[config.mk]
export PLATFORM = sky130hd
export DESIGN_NAME = irq_mask_ctrl
export DESIGN_NICKNAME = d
export VERILOG_FILES = /design/src/rtl/imc_pkg.sv /design/src/rtl/imc_bank.sv /design/src/rtl/irq_mask_ctrl.sv
export SDC_FILE = /design/constraint.sdc
export NUM_CORES = 1
export LEC_CHECK = 0
export ABC_CLOCK_PERIOD_IN_PS = 1800
export BUFFER_PORTS_ARGS = -buffer_cell sky130_fd_sc_hd__buf_2
export CAP_MARGIN = 0
export CORE_MARGIN = 3
export CORE_UTILIZATION = 59
export CTS_BUF_LIST = sky130_fd_sc_hd__clkbuf_4
export CTS_CLUSTER_SIZE = 12
export DETAILED_ROUTE_END_ITERATION = 16
export HOLD_SLACK_MARGIN = 0.08
export PLACE_DENSITY_LB_ADDON = 0.3
export SLEW_MARGIN = 20
export SYNTH_ARGS = -nofsm -noshare
export SYNTH_HDL_FRONTEND = slang
export SYNTH_HIERARCHICAL = 1
export SYNTH_SLANG_ARGS = --single-unit
[constraint.sdc]
create_clock -name clk -period 1.8 [get_ports clk]
set_input_delay 0.36 -clock clk [delete_from_list [all_inputs] [get_ports clk]]
set_output_delay 0.36 -clock clk [all_outputs]
set_load 0.05 [all_outputs]
[src/rtl/imc_pkg.sv]
package imc_pkg;
    localparam int unsigned REG_W  = 8;
    localparam int unsigned NBANK  = 3;
    localparam int unsigned ADDR_W = 3;
    // register addresses
    localparam logic [ADDR_W-1:0] A_ST_BUS0 = 3'd0;
    localparam logic [ADDR_W-1:0] A_ST_BUS1 = 3'd1;
    localparam logic [ADDR_W-1:0] A_ST_DMA  = 3'd2;
    localparam logic [ADDR_W-1:0] A_EN_BASE = 3'd3;
    localparam logic [ADDR_W-1:0] A_SUMMARY = 3'd6;

    typedef struct packed {
        logic irq_n;
        logic halt;
    } out_state_t;
endpackage

[src/rtl/imc_bank.sv]
module imc_bank #(
    parameter int unsigned W = 8
) (
    input  logic         clk,
    input  logic         rst_n,
    input  logic [W-1:0] ev,
    input  logic         clr,
    input  logic         en_we,
    input  logic [W-1:0] en_wdata,
    input  logic [W-1:0] fatal_vec,
    output logic [W-1:0] stat_q,
    output logic [W-1:0] en_q,
    output logic         pend,
    output logic         raise_d,
    output logic         fat_rise_d
);
    typedef struct packed {
        logic [W-1:0] stat;
        logic [W-1:0] en;
    } bank_t;

    bank_t cur_q, nxt_d;

    always_comb begin
        nxt_d      = cur_q;
        // event wins over a same-cycle clear
        nxt_d.stat = (cur_q.stat & ~{W{clr}}) | ev;
        if (en_we) nxt_d.en = en_wdata;
        raise_d    = |(nxt_d.stat & nxt_d.en);
        fat_rise_d = |(nxt_d.stat & ~cur_q.stat & fatal_vec);
    end

    always_ff @(posedge clk or negedge rst_n) begin
        if (!rst_n) cur_q <= '0;
        else        cur_q <= nxt_d;
    end

    assign stat_q = cur_q.stat;
    assign en_q   = cur_q.en;
    assign pend   = |(cur_q.stat & (cur_q.en | fatal_vec));


    ev_captured_chk: assert property (@(posedge clk) disable iff (!rst_n)
        (|ev) |=> ((stat_q & $past(ev)) == $past(ev)));

    read_clears_chk: assert property (@(posedge clk) disable iff (!rst_n)
        (clr && (ev == '0)) |=> (stat_q == '0));
endmodule

[src/rtl/irq_mask_ctrl.sv]
module irq_mask_ctrl #(
    parameter int unsigned DW       = imc_pkg::REG_W,
    parameter int unsigned AW       = imc_pkg::ADDR_W,
    parameter logic [DW-1:0] NF_BUS0 = 8'h07,
    parameter int unsigned   ATTN_BIT = 3,
    parameter logic [DW-1:0] NF_BUS1 = 8'h03,
    parameter logic [DW-1:0] NF_DMA  = 8'h01
) (
    input  logic          clk,
    input  logic          rst_n,
    input  logic          target_mode,
    input  logic [DW-1:0] ev_bus0,
    input  logic [DW-1:0] ev_bus1,
    input  logic [DW-1:0] ev_dma,
    input  logic          cpu_we,
    input  logic          cpu_re,
    input  logic [AW-1:0] cpu_addr,
    input  logic [DW-1:0] cpu_wdata,
    output logic [DW-1:0] cpu_rdata,
    output logic          irq_n,
    output logic          halt_req
);
    import imc_pkg::*;

    localparam int unsigned NB = NBANK;
    localparam logic [DW-1:0] ATTN_MASK = DW'(1) << ATTN_BIT;

    logic [NB-1:0][DW-1:0] ev_a, fat_a, stat_a, en_a;
    logic [NB-1:0]         pend_a, raise_a, frise_a, clr_a, enwe_a;
    logic                  bus_pend, dma_pend;

    always_comb begin
        ev_a[0]  = ev_bus0;
        ev_a[1]  = ev_bus1;
        ev_a[2]  = ev_dma;
        fat_a[0] = ~NF_BUS0 & ~(target_mode ? ATTN_MASK : '0)
                 | (target_mode ? '0 : ATTN_MASK);
        fat_a[1] = ~NF_BUS1;
        fat_a[2] = ~NF_DMA;
    end

    for (genvar i = 0; i < NB; i++) begin : g_bank
        assign clr_a[i]  = cpu_re && (cpu_addr == AW'(i));
        assign enwe_a[i] = cpu_we && (cpu_addr == A_EN_BASE + AW'(i));
        imc_bank #(.W(DW)) u_bank (
            .clk        (clk),
            .rst_n      (rst_n),
            .ev         (ev_a[i]),
            .clr        (clr_a[i]),
            .en_we      (enwe_a[i]),
            .en_wdata   (cpu_wdata),
            .fatal_vec  (fat_a[i]),
            .stat_q     (stat_a[i]),
            .en_q       (en_a[i]),
            .pend       (pend_a[i]),
            .raise_d    (raise_a[i]),
            .fat_rise_d (frise_a[i])
        );
    end

    assign bus_pend = pend_a[0] | pend_a[1];
    assign dma_pend = pend_a[2];

    out_state_t out_q, out_d;

    always_comb begin
        out_d       = out_q;
        out_d.irq_n = ~(|raise_a);
        out_d.halt  = |frise_a;
    end

    always_ff @(posedge clk or negedge rst_n) begin
        if (!rst_n) out_q <= '{irq_n: 1'b1, halt: 1'b0};
        else        out_q <= out_d;
    end

    assign irq_n    = out_q.irq_n;
    assign halt_req = out_q.halt;

    always_comb begin
        cpu_rdata = '0;
        if (cpu_addr == A_ST_BUS0)           cpu_rdata = stat_a[0];
        else if (cpu_addr == A_ST_BUS1)      cpu_rdata = stat_a[1];
        else if (cpu_addr == A_ST_DMA)       cpu_rdata = stat_a[2];
        else if (cpu_addr == A_EN_BASE)      cpu_rdata = en_a[0];
        else if (cpu_addr == A_EN_BASE + 1)  cpu_rdata = en_a[1];
        else if (cpu_addr == A_EN_BASE + 2)  cpu_rdata = en_a[2];
        else if (cpu_addr == A_SUMMARY)      cpu_rdata = {{(DW-2){1'b0}}, dma_pend, bus_pend};
    end


    pin_needs_pend_chk: assert property (@(posedge clk) disable iff (!rst_n)
        !irq_n |-> (bus_pend || dma_pend));

    halt_needs_pend_chk: assert property (@(posedge clk) disable iff (!rst_n)
        halt_req |-> (bus_pend || dma_pend));
endmodule

==> impl_metrics.ini, run 1 <==
[outcome]
outcome = finished, violations left
violations = setup timing

[detailed_routing]
routed_wl_mm = 9.71
ant_nets = 0
avgViaCountPerCell = 5.62
drtIter0Drc = 230
firstDrtPassIters = 4
routedWlPerCell_um = 18.1
vias = 3014
drc = 0

[floorplanning]
fp-row-count = 26
initial_core_util_pct = 61.6
die_h_um = 79.3
io-pin-count = 50
die_area_um2 = 6280
design.core.area_um2 = 5140
chipWidth_um = 79.3

[sta]
rsz0062_at_grt = yes
slew_violations = 0
finalHoldViolations = 0
finalSetupViolCount = 8
slew_headroom_pct = 61.3
clock_skew_ps = 12.8
timing.final.ws_setup_ps = -617
period_needed_ps = 2420
tightest_slew_ps = 573
tns_ps = -2440
max_freq_mhz = 414
timing.final.crit_share_pct = 134

[cts]
cts_max_level = 2
cts_made_buffers = 5
clk_latency_ps = 380
clkSinkCount = 50
cts_root_buffer = clkbuf_4
clk_pin_slew_worst_paths_ps = 150
cts_tree = built
cts.path.max_buffers = 2

[placement]
gp_congestion = 0.893
numPortBuffers = 49
dpl_worst_slack_ps = -403
hpwl_mm = 6.87

[setup_path]
crit_family = compound AO/OA/AOI/OAI gates
path_cells = o21ai_2, nand4_1, or2_1, o21ba_4, a211oi_4, o22ai_4, buf_6
crit_path_end_kind = output pin
cp.arrival_ps = 2060
cp-start-kind = flop
cp.required_ps = 1440
slowest_delay_ps = 420
cp_max_fo = 2
critPathSlowestCell = dfrtp_1
critical_path_class = flop to output pin
cp.buffers_inverters = 1

[power_and_ir_drop]
internal-power_uw = 2130
combPwrFrac_pct = 35.9
irDropWorstVdd_mv = 0.596
clkPwrFrac_pct = 20.9
power_density_nw_per_um2 = 745
p_switching_uw = 1040
switching_share_pct = 32.9
sequentialPowerShare_pct = 43.3
finalPower_uw = 3180
p_leak_uw = 0.00187

[synthesis]
synth-warning-count = 6
synthesis.area_um2 = 3170
synth_fa_ha_area_share_pct = 0
synth_top_family_by_area = simple AND/OR/NAND/NOR gates
synth_mux_area_share_pct = 17.7
synth_compound_area_share_pct = 16.6
synth_cells = 316
synth-xor-area-share_pct = 0
ys_seq_area_share_pct = 39.5
synth_cell_types = 40
yosys.area_share.simple_pct = 21.7
ys_ff_latch = 50
avgSynthCellArea_um2 = 10.0

[final_layout]
final_cell_mix = 55 x buf_4, 49 x dfrtp_1, 46 x conb_1
num_antenna_cells = 0
post-route-util_pct = 83.0
fill_cells = 303
nets = 505
area.growth.synth_to_final_pct = 34.7
drive_above_1_share_pct = 39.5
layout_commonest_cell = buf_4

[run]
drv_cap = 0

[global_route]
grt_pass1_wl_mm = 15.6
grt_usage_pct = 32.8
antenna_found_initial = 1
first_global_vias = 3140
grt_start_max_net_pins = 24
grt-ovfl-total = 0

[min_path]
hp-class = input pin to flop
## cells by family (layout without fill, tap and decap cells)
kind of cell,after synthesis,count (layout)
and+or+nand+nor,128,128
AOI/OAI and AO/OA,80,80
DFF,50,50
muxes,41,41
buffers and inverters,15,121
other,2,46
## area by class of cell
type	instances	area (µm²)	share of cell area [%]
Clock buffer	6	45.0	1.06
Clock inverter	2	33.8	0.792
Inverter	4	15.0	0.352
Multi-Input combinational cell	295	2040	47.9
Sequential cell	50	1250	29.4
Tap cell	70	87.6	2.05
Timing Repair Buffer	109	790	18.5
## power by group through the flow
stage | registers [µW] | logic [µW] | clock network (µW)
floorplan | 1380 | 661 | 0
global placement | 1380 | 991 | 0
detailed placement | 1380 | 1020 | 0
CTS | 1370 | 1090 | 671
global route | 1390 | 1220 | 725
finish | 1370 | 1140 | 663
## synthesized netlist by cell type (all sizes together)
library cell   n  area [µm²]
o21ai         50         295
dfrtp         49        1230
nand2         40         150
mux2          37         522
or2           30         188
nor2b         22         140
o22ai         13        81.3
nand4         12        75.1
buf           11         119
nor2          10        37.5
a221oi         5        56.3
a31oi          5        31.3
inv            4        15.0
mux2i          4        40.0
nor3           4        20.0
and2b          3        22.5
nand3b         3        22.5
conb           2        7.51
a211oi         1        7.51
a21oi          1        5.00
a221o          1        10.0
a22oi          1        7.51
a32oi          1        8.76
and4           1        8.76
dfstp          1        26.3
nand2b         1        6.26
nor4bb         1        10.0
o21ba          1        10.0
o221a          1        11.3
or3            1        6.26
## stage by stage
| step | cells | hold slack (ps) | instance area [µm²] |
|---|---|---|---|
| 2_1_floorplan | 360 | 64.4 | 3360 |
| 3_3_place_gp | 522 | 367 | 4010 |
| 3_5_place_dp | 522 | 371 | 4010 |
| 4_1_cts | 533 | 181 | 4220 |
| 5_1_grt | 536 | 173 | 4260 |
| 6_report | 536 | 181 | 4260 |
## flip-flops by register name, summed over array words and instances (netlist names)
signal and cells:
irq_n 1, g_bank.u_bank/en_q 24, g_bank.u_bank/stat_q 24, halt_req 1
## metal layers
layer  global-route usage [%]  wire length (µm)  vias to the layer above
met1                     39.7              3850                     1455
met4                     16.3               411                        2
met5                        0                19                        -
met3                     5.78               583                       41
met2                     56.1              4850                      136
li1                         -                 -                     1380
## final timing paths
path	cells past startpoint	end	from	slack, ps
setup / recovery	7	cpu_rdata[0]	g_bank[0].u_bank/en_q[3]	-620
hold / removal	2	g_bank[0].u_bank/stat_q[0]	ev_bus0[0]	180
setup reg to reg	7	irq_n	g_bank[1].u_bank/en_q[0]	100
hold reg to reg	1	g_bank[2].u_bank/en_q[1]	g_bank[2].u_bank/en_q[1]	570
max in group asynchronous	3	g_bank[2].u_bank/stat_q[7]	rst_n	790
min in group asynchronous	2	g_bank[1].u_bank/stat_q[3]	rst_n	490
## repair_timing
action                     in CTS  in global routing
buffers inserted                4                  5
hold endpoints to repair       18                  0
hold buffers                    1                  0
pin swaps                      14                  7
resized for setup              36                  8
setup endpoints to repair       8                  8
(Power assumes the default switching activity.)
==> run 2, diff against run 1 <==
- CTS_BUF_LIST: sky130_fd_sc_hd__clkbuf_4 -> sky130_fd_sc_hd__clkbuf_8
- SETUP_SLACK_MARGIN: unset -> 0.05
==> impl_metrics.ini, run 2 (synthesis results as in run 1) <==
[cts]
cts.path.max_buffers = 2
clkSinkCount = 50
cts_made_buffers = 5
clk_latency_ps = 310
cts_tree = built
cts_root_buffer = clkbuf_8
cts_max_level = 2
clk_pin_slew_worst_paths_ps = 90

[sta]
clock_skew_ps = 3.87
max_freq_mhz = 416
finalSetupViolCount = 8
slew_headroom_pct = 63.1
slew_violations = 0
period_needed_ps = 2400
finalHoldViolations = 0
rsz0062_at_grt = yes
timing.final.ws_setup_ps = -604
timing.final.crit_share_pct = 134
tns_ps = -2060
tightest_slew_ps = 546

[global_route]
grt-ovfl-total = 0
antenna_found_initial = 0
first_global_vias = 3072
grt_start_max_net_pins = 21
grt_pass1_wl_mm = 15.1
grt_usage_pct = 32.5

[placement]
hpwl_mm = 7.05
gp_congestion = 0.885
numPortBuffers = 49
dpl_worst_slack_ps = -383
place_inst = 525

[floorplanning]
io-pin-count = 50
initial_core_util_pct = 61.6
die_area_um2 = 6280
fp-row-count = 26
chipWidth_um = 79.3
die_h_um = 79.3
design.core.area_um2 = 5140

[final_layout]
num_antenna_cells = 0
post-route-util_pct = 90.3
layout_commonest_cell = buf_4
fin_cells = 548
area.growth.synth_to_final_pct = 46.5
final_cell_mix = 55 x buf_4, 49 x dfrtp_1, 46 x conb_1
nets = 517
drive_above_1_share_pct = 45.0

[setup_path]
crit_path_end_kind = output pin
crit_cells = 7
path_cells = o21ai_1, nand4_1, or2_1, o21ba_4, a211oi_4, o22ai_4, buf_6
cp.required_ps = 1440
worst_r2r_path_depth = 8
cp_max_fo = 2
slowest_delay_ps = 410
cp.buffers_inverters = 1
critical_path_class = flop to output pin
cp.arrival_ps = 2040
crit_family = compound AO/OA/AOI/OAI gates
cp-start-kind = flop
critPathSlowestCell = dfrtp_1

[detailed_routing]
firstDrtPassIters = 5
drtIter0Drc = 225
routed_wl_mm = 11.4
vias = 3276
drc = 0
ant_nets = 0
routedWlPerCell_um = 20.8
avgViaCountPerCell = 5.98

[min_path]
holdPathStages = 2
hp-class = input pin to flop

[run]
drv_cap = 0

[power_and_ir_drop]
finalPower_uw = 3360
irDropWorstVdd_mv = 0.569
p_leak_uw = 0.00202
power_density_nw_per_um2 = 723

[outcome]
violations = setup timing
outcome = finished, violations left
==> run 2: through the flow <==
step                      hold slack (ps)  cell area (µm²)
final                                 257             4640
after global routing                  257             4640
after floorplan                      64.4             3480
after detailed placement              331             4150
after global placement                327             4150
after CTS                             255             4450
==> run 2: layout make-up <==
class                      count  area [µm²]
inverter                       4        20.0
fill                         223         499
multi-input combinational    295        2220
timing repair buffer         121         972
clock buffer                   5        68.8
clock inverter                 3        22.5
tap                           70        87.6
sequential                    50        1250
==> run 2: timing repair <==
item	in CTS	in global routing
hold buffers	1	0
buffers inserted	7	9
endpoints found under the hold margin	17	0
pin swaps	12	26
setup endpoints to repair	9	9
gates resized for setup	44	37
==> run 2: worst reg2reg max path: stages, from the launching register on <==
cell,delay (ps)
dfrtp_1,420
buf_6,130
buf_4,130
buf_4,130
nor2b_1,140
o21ai_2,130
nand4_1,100
or2_1,250
nor3_2,160
==> run 2: where the power goes <==
part	total (µW)	switching, µW	internal, µW
sequential	1390	130	1260
clock	671	389	282
combinational	1290	654	636
==> run 2: final timing paths <==
| check | from | endpoint | slack [ps] |
|---|---|---|---|
| max in group asynchronous | rst_n | g_bank[1].u_bank/stat_q[0] | 660 |
| worst max register to register | g_bank[0].u_bank/stat_q[3] | irq_n | 140 |
| worst min-delay path | ev_bus0[0] | g_bank[0].u_bank/stat_q[0] | 260 |
| min in group asynchronous | rst_n | g_bank[0].u_bank/en_q[4] | 550 |
| worst max-delay path | g_bank[1].u_bank/en_q[0] | cpu_rdata[0] | -600 |
| worst min register to register | g_bank[1].u_bank/en_q[3] | g_bank[1].u_bank/en_q[3] | 580 |
==> run 2: routing by layer <==
metal | up-vias | wire length [µm] | GRT usage (%)
met4 | 0 | 566 | 12.0
met2 | 211 | 5530 | 56.1
met5 | - | 0 | 0
met3 | 64 | 970 | 4.65
li1 | 1425 | - | -
met1 | 1576 | 4310 | 41.2
